===== config.mk =====
export PLATFORM = sky130hd
export DESIGN_NAME = lsb_strobe_inserter
export DESIGN_NICKNAME = d
export VERILOG_FILES = /design/src/rtl/fsp_pkg.sv /design/src/rtl/fsp_pos_counter.sv /design/src/rtl/fsp_gate_fsm.sv /design/src/rtl/fsp_out_stage.sv /design/src/rtl/lsb_strobe_inserter.sv
export SDC_FILE = /design/constraint.sdc
export NUM_CORES = 1
export LEC_CHECK = 0
export BUFFER_PORTS_ARGS = -buffer_cell sky130_fd_sc_hd__buf_4
export CAP_MARGIN = 20
export CORE_UTILIZATION = 53
export DETAILED_ROUTE_END_ITERATION = 8
export PLACE_DENSITY = 0.82
export REMOVE_ABC_BUFFERS = 1
export SETUP_SLACK_MARGIN = 0.4
export SYNTH_ARGS = -nofsm -noshare
export SYNTH_HDL_FRONTEND = slang
export SYNTH_SLANG_ARGS = --single-unit

===== constraint.sdc =====
create_clock -name clk -period 4.1 [get_ports clk]
set_input_delay 0.615 -clock clk [delete_from_list [all_inputs] [get_ports clk]]
set_output_delay 0.615 -clock clk [all_outputs]
set_load 0.05 [all_outputs]

===== src/rtl/fsp_pkg.sv =====
package fsp_pkg;

    typedef enum logic [1:0] {
        SRC_PIN    = 2'd0,
        SRC_SOFT   = 2'd1,
        SRC_ALWAYS = 2'd2,
        SRC_NEVER  = 2'd3
    } src_sel_t;

    typedef enum logic {
        GATE_PASS   = 1'b0,
        GATE_INSERT = 1'b1
    } gate_state_t;

    localparam logic [1:0] PAT_LSB_STROBE = 2'd2;

endpackage


===== src/rtl/fsp_pos_counter.sv =====
module fsp_pos_counter #(
    parameter int MIN_LEN = 2,
    parameter int MAX_LEN = 32,
    parameter int RST_LEN = 8,
    parameter int LEN_W   = $clog2(MAX_LEN + 1),
    parameter int POS_W   = $clog2(MAX_LEN)
) (
    input  logic             clk,
    input  logic             rst,
    input  logic             adv,
    input  logic [LEN_W-1:0] cfg_len,
    output logic [POS_W-1:0] pos,
    output logic [LEN_W-1:0] len_q,
    output logic             at_start,
    output logic             at_last
);

    localparam logic [LEN_W-1:0] MIN_L = LEN_W'(MIN_LEN);
    localparam logic [LEN_W-1:0] MAX_L = LEN_W'(MAX_LEN);
    localparam logic [LEN_W-1:0] RST_L = LEN_W'(RST_LEN);

    logic [LEN_W-1:0] len_clamped;

    always_comb begin
        if (cfg_len < MIN_L)
            len_clamped = MIN_L;
        else if (cfg_len > MAX_L)
            len_clamped = MAX_L;
        else
            len_clamped = cfg_len;
    end

    assign at_start = (pos == '0);
    assign at_last  = ({{(LEN_W-POS_W){1'b0}}, pos} == (len_q - LEN_W'(1)));

    always_ff @(posedge clk) begin
        if (rst) begin
            pos   <= '0;
            len_q <= RST_L;
        end else if (adv) begin
            if (at_last) begin
                pos   <= '0;
                len_q <= len_clamped;
            end else begin
                pos   <= pos + POS_W'(1);
            end
        end
    end

endmodule


===== src/rtl/fsp_gate_fsm.sv =====
module fsp_gate_fsm
    import fsp_pkg::*;
(
    input  logic       clk,
    input  logic       rst,
    input  logic       adv,
    input  logic       at_start,
    input  logic [1:0] src_sel,
    input  logic       ext_sync,
    input  logic       sw_sync,
    output logic       gate_on
);

    gate_state_t state_q, state_d;
    logic        src_now;

    always_comb begin
        unique case (src_sel_t'(src_sel))
            SRC_PIN:    src_now = ext_sync;
            SRC_SOFT:   src_now = sw_sync;
            SRC_ALWAYS: src_now = 1'b1;
            SRC_NEVER:  src_now = 1'b0;
            default:    src_now = 1'b0;
        endcase
    end

    always_comb begin
        state_d = state_q;
        unique case (state_q)
            GATE_PASS:   if (adv && at_start && src_now)  state_d = GATE_INSERT;
            GATE_INSERT: if (adv && at_start && !src_now) state_d = GATE_PASS;
            default:     state_d = GATE_PASS;
        endcase
    end

    always_ff @(posedge clk) begin
        if (rst)
            state_q <= GATE_PASS;
        else
            state_q <= state_d;
    end

    always_comb begin
        if (at_start)
            gate_on = src_now;
        else
            gate_on = (state_q == GATE_INSERT);
    end

endmodule


===== src/rtl/fsp_out_stage.sv =====
module fsp_out_stage #(
    parameter int DATA_W = 12
) (
    input  logic              clk,
    input  logic              rst,
    input  logic              in_valid,
    input  logic [DATA_W-1:0] in_data,
    input  logic              insert,
    input  logic              strobe,
    output logic              out_valid,
    output logic [DATA_W-1:0] out_data
);

    logic [DATA_W-1:0] word;

    always_comb begin
        if (insert)
            word = {in_data[DATA_W-1:1], strobe};
        else
            word = in_data;
    end

    always_ff @(posedge clk) begin
        if (rst) begin
            out_valid <= 1'b0;
            out_data  <= '0;
        end else begin
            out_valid <= in_valid;
            if (in_valid)
                out_data <= word;
        end
    end

endmodule


===== src/rtl/lsb_strobe_inserter.sv =====
module lsb_strobe_inserter
    import fsp_pkg::*;
#(
    parameter int DATA_W  = 12,
    parameter int MIN_LEN = 2,
    parameter int MAX_LEN = 32,
    parameter int RST_LEN = 8,
    parameter int LEN_W   = $clog2(MAX_LEN + 1)
) (
    input  logic              clk,
    input  logic              rst,
    input  logic              in_valid,
    input  logic [DATA_W-1:0] in_data,
    input  logic [1:0]        pat_sel,
    input  logic [1:0]        src_sel,
    input  logic [LEN_W-1:0]  frame_len,
    input  logic              ext_sync,
    input  logic              sw_sync,
    output logic              out_valid,
    output logic [DATA_W-1:0] out_data
);

    localparam int POS_W = $clog2(MAX_LEN);

    logic [POS_W-1:0] pos;
    logic [LEN_W-1:0] len_q;
    logic             at_start;
    logic             at_last;
    logic             gate_on;
    logic             insert;

    fsp_pos_counter #(
        .MIN_LEN (MIN_LEN),
        .MAX_LEN (MAX_LEN),
        .RST_LEN (RST_LEN),
        .LEN_W   (LEN_W),
        .POS_W   (POS_W)
    ) u_pos (
        .clk      (clk),
        .rst      (rst),
        .adv      (in_valid),
        .cfg_len  (frame_len),
        .pos      (pos),
        .len_q    (len_q),
        .at_start (at_start),
        .at_last  (at_last)
    );

    fsp_gate_fsm u_gate (
        .clk      (clk),
        .rst      (rst),
        .adv      (in_valid),
        .at_start (at_start),
        .src_sel  (src_sel),
        .ext_sync (ext_sync),
        .sw_sync  (sw_sync),
        .gate_on  (gate_on)
    );

    assign insert = gate_on && (pat_sel == PAT_LSB_STROBE);

    fsp_out_stage #(
        .DATA_W (DATA_W)
    ) u_out (
        .clk       (clk),
        .rst       (rst),
        .in_valid  (in_valid),
        .in_data   (in_data),
        .insert    (insert),
        .strobe    (at_last),
        .out_valid (out_valid),
        .out_data  (out_data)
    );

endmodule


==> impl_metrics.ini <==
[worst_setup_path]
worstSetupEndpointType = flip-flop
start_kind = flip-flop
timing.critical_path.required_ps = 4350
timing.setup.critical_path_class = flip-flop to flip-flop
worst-path-max-fanout = 8
critPathArrivalTime_ps = 2610

[synthesis]
seq_area_frac_synth_pct = 39.41
syn-cell-area_um2 = 1270
postSynth.asyncResetShare_pct = 0
synth_cells = 139
ys_ff_latch = 25
synthesis.area_per_instance_um2 = 9.136
synth.distinct_cells = 39
synthTopCellsByArea = dfxtp_1, mux2i_1, nor2_1
postSynth.topFlopCell = dfxtp_1
most_repeated_cell_in_the_gate_level_netlist_after_synthesis = dfxtp_1
number_of_synthesized_flops_with_an_enable_pin = 0
yosys.area.top_type = dfxtp_1
synth_top_area_share_pct = 39.41
ys.warnings.count = 0
synth_commonest_cells = dfxtp_1, nor2_1, mux2i_1

[placement]
io_buffers = 39
post_place_cell_area_um2 = 1564
detailedPlacementHpwl_um = 2008
place.detailed.instances = 199
gp_congestion = 0.8775

[finish]
antennaDiodeCount = 0
design_area_um2 = 1594
syn_to_final_growth_pct = 25.52
filler_cell_count = 163
fin_nets = 206
share_of_post_route_cells_with_drive_strength_above_1_pct = 28.57
post_layout_nonfiller_instances = 203

[clock_tree]
cts_hold_buf = 0
clkSlewWorstSetupHoldPaths_ps = 140
cts_max_path_buffers = 2
clk_latency_ps = 320
postCtsSetupBuffers = 0
root_buffer = clkbuf_4
clock_sink_count = 25
h-tree-depth = 1
cts_buffers = 3
cts_tree = built
cts_resized = 0

[sta]
tightest_pin_transition_ps = 636.9
final_period_minus_worst_setup_slack_ps = 2361
final.setup.tns_ps = 0
drv_slew = 0
timing.final.setup_violations = 0
fmax_ghz = 0.4235
slew-limit-headroom_pct = 56.94
final_min_period_over_clock_period_pct = 57.59
unrepaired_setup_endpoints_after_global_routing = false
finalHoldViolCount = 0
finalClockSkew_ps = 9.020
holdWs_ps = 496.0

[outcome]
status = complete, no violations

[die]
starting_density_of_the_core_pct = 56.86
die_ar_um2 = 2596
std_cell_rows = 17
dieWidth_um = 50.95
placeableCoreArea_um2 = 2233
die_height_um = 50.95
design.portCount = 40

[min_path]
hp-class = flip-flop to flip-flop

[grt]
grt_pass1_wl_um = 4526
antenna_violations_before_repair = 0
grt-ovfl-total = 0
first_global_vias = 1104
groute.usage.overall_pct = 22.70
largest_net_degree_at_the_start_of_global_routing = 28

[routing]
drt_iter0_markers = 20
avgViaCountPerCell = 5.759
detail_route.drc_violations = 0
detail_route.first_pass.iterations = 6
dr_total_vias = 1169
detail_route.wirelength_um = 2715
postRouteAntennaNets = 0
avgRoutedWirePerCell_um = 13.37

[job]
drv.max_cap_violation_count = 0

[power]
peakVddDrop_uv = 334.8
power.leakage_nw = 0.6850
post-layout-total-power_mw = 0.4714
power.density_nw_per_um2 = 295.7
[cells by family after synthesis]
group | share of synthesized area, %
compound gates | 15.07
xor+xnor | 4.828
fa+ha+maj | 2.956
buf+inv | 4.729
flops | 39.41
mux | 10.25
simple gates | 22.76
[per-stage QoR]
step / setup slack (ps) / utilization (%)
detailed placement: 1765 / 70.03
CTS: 1751 / 71.37
finish: 1739 / 71.37
global placement: 1839 / 70.03
global route: 1641 / 71.37
floorplan: 1888 / -
[metal layers]
layer / vias up / wire length, µm / global-route usage (%)
met5: - / 0 / 0
met4: 0 / 8 / 9.722
met3: 2 / 140 / 4.167
met2: 45 / 1386 / 37.94
met1: 549 / 1180 / 28.26
li1: 573 / - / -
[path summary, 6_finish.rpt]
path                                      from                end  slack (ps)  cells after the start
worst max-delay path            u_pos.len_q[0]  u_out.out_data[0]        1740                      7
worst min-delay path                 flip-flop          flip-flop         500                      2
worst max register to register  u_pos.len_q[0]  u_out.out_data[0]        1740                      7
worst min register to register       flip-flop          flip-flop         500                      2
[layout by cell type, fill, tap and decap left out, types with 2 or more instances in the layout]
| cell | instances |
|---|---|
| xnor2_1 | 4 |
| nor2_1 | 19 |
| nand2_1 | 6 |
| dfxtp_1 | 25 |
| a31oi_1 | 2 |
| ha_1 | 3 |
| a41o_1 | 2 |
| inv_1 | 7 |
| o31ai_1 | 3 |
| nor4b_1 | 2 |
| buf_4 | 39 |
| o211ai_1 | 2 |
| mux2i_1 | 13 |
| nand4_1 | 5 |
| clkbuf_4 | 3 |
| nor3_1 | 4 |
| a21oi_1 | 6 |
| o21ai_0 | 4 |
| o311a_1 | 2 |
| xor2_1 | 3 |
| nor2b_1 | 3 |
[report_power, final]
part	switching [mW]	total [mW]	internal, mW
Clock	0.0752	0.112	0.0373
Combinational	0.0577	0.0986	0.0409
Sequential	0.00740	0.260	0.253
Total	0.140	0.471	0.331
[registers in the layout (all words and copies together) (netlist names), named ones only]
| name | count |
|---|---|
| u_out.out_data | 12 |
| u_out.out_valid | 1 |
| u_pos.len_q | 6 |
| u_pos.pos | 5 |
[final cells by class]
cell class | count | area [µm²] | area share (%)
flip-flops and latches | 25 | 500.5 | 31.40
multi-input cells | 100 | 709.4 | 44.51
well taps | 28 | 35.03 | 2.198
repair buffers | 39 | 292.8 | 18.37
clock inverters | 1 | 7.507 | 0.4710
inverters | 7 | 26.28 | 1.648
clock buffers | 3 | 22.52 | 1.413
[worst max-delay path: stages, from the launching register on]
cell and delay (ps):
dfxtp_1 400, inv_1 70, ha_1 240, nor2b_1 140, or3_4 380, a31o_4 270
or4_4 540, a311oi_2 250
Power figures use the tool's default switching activity.
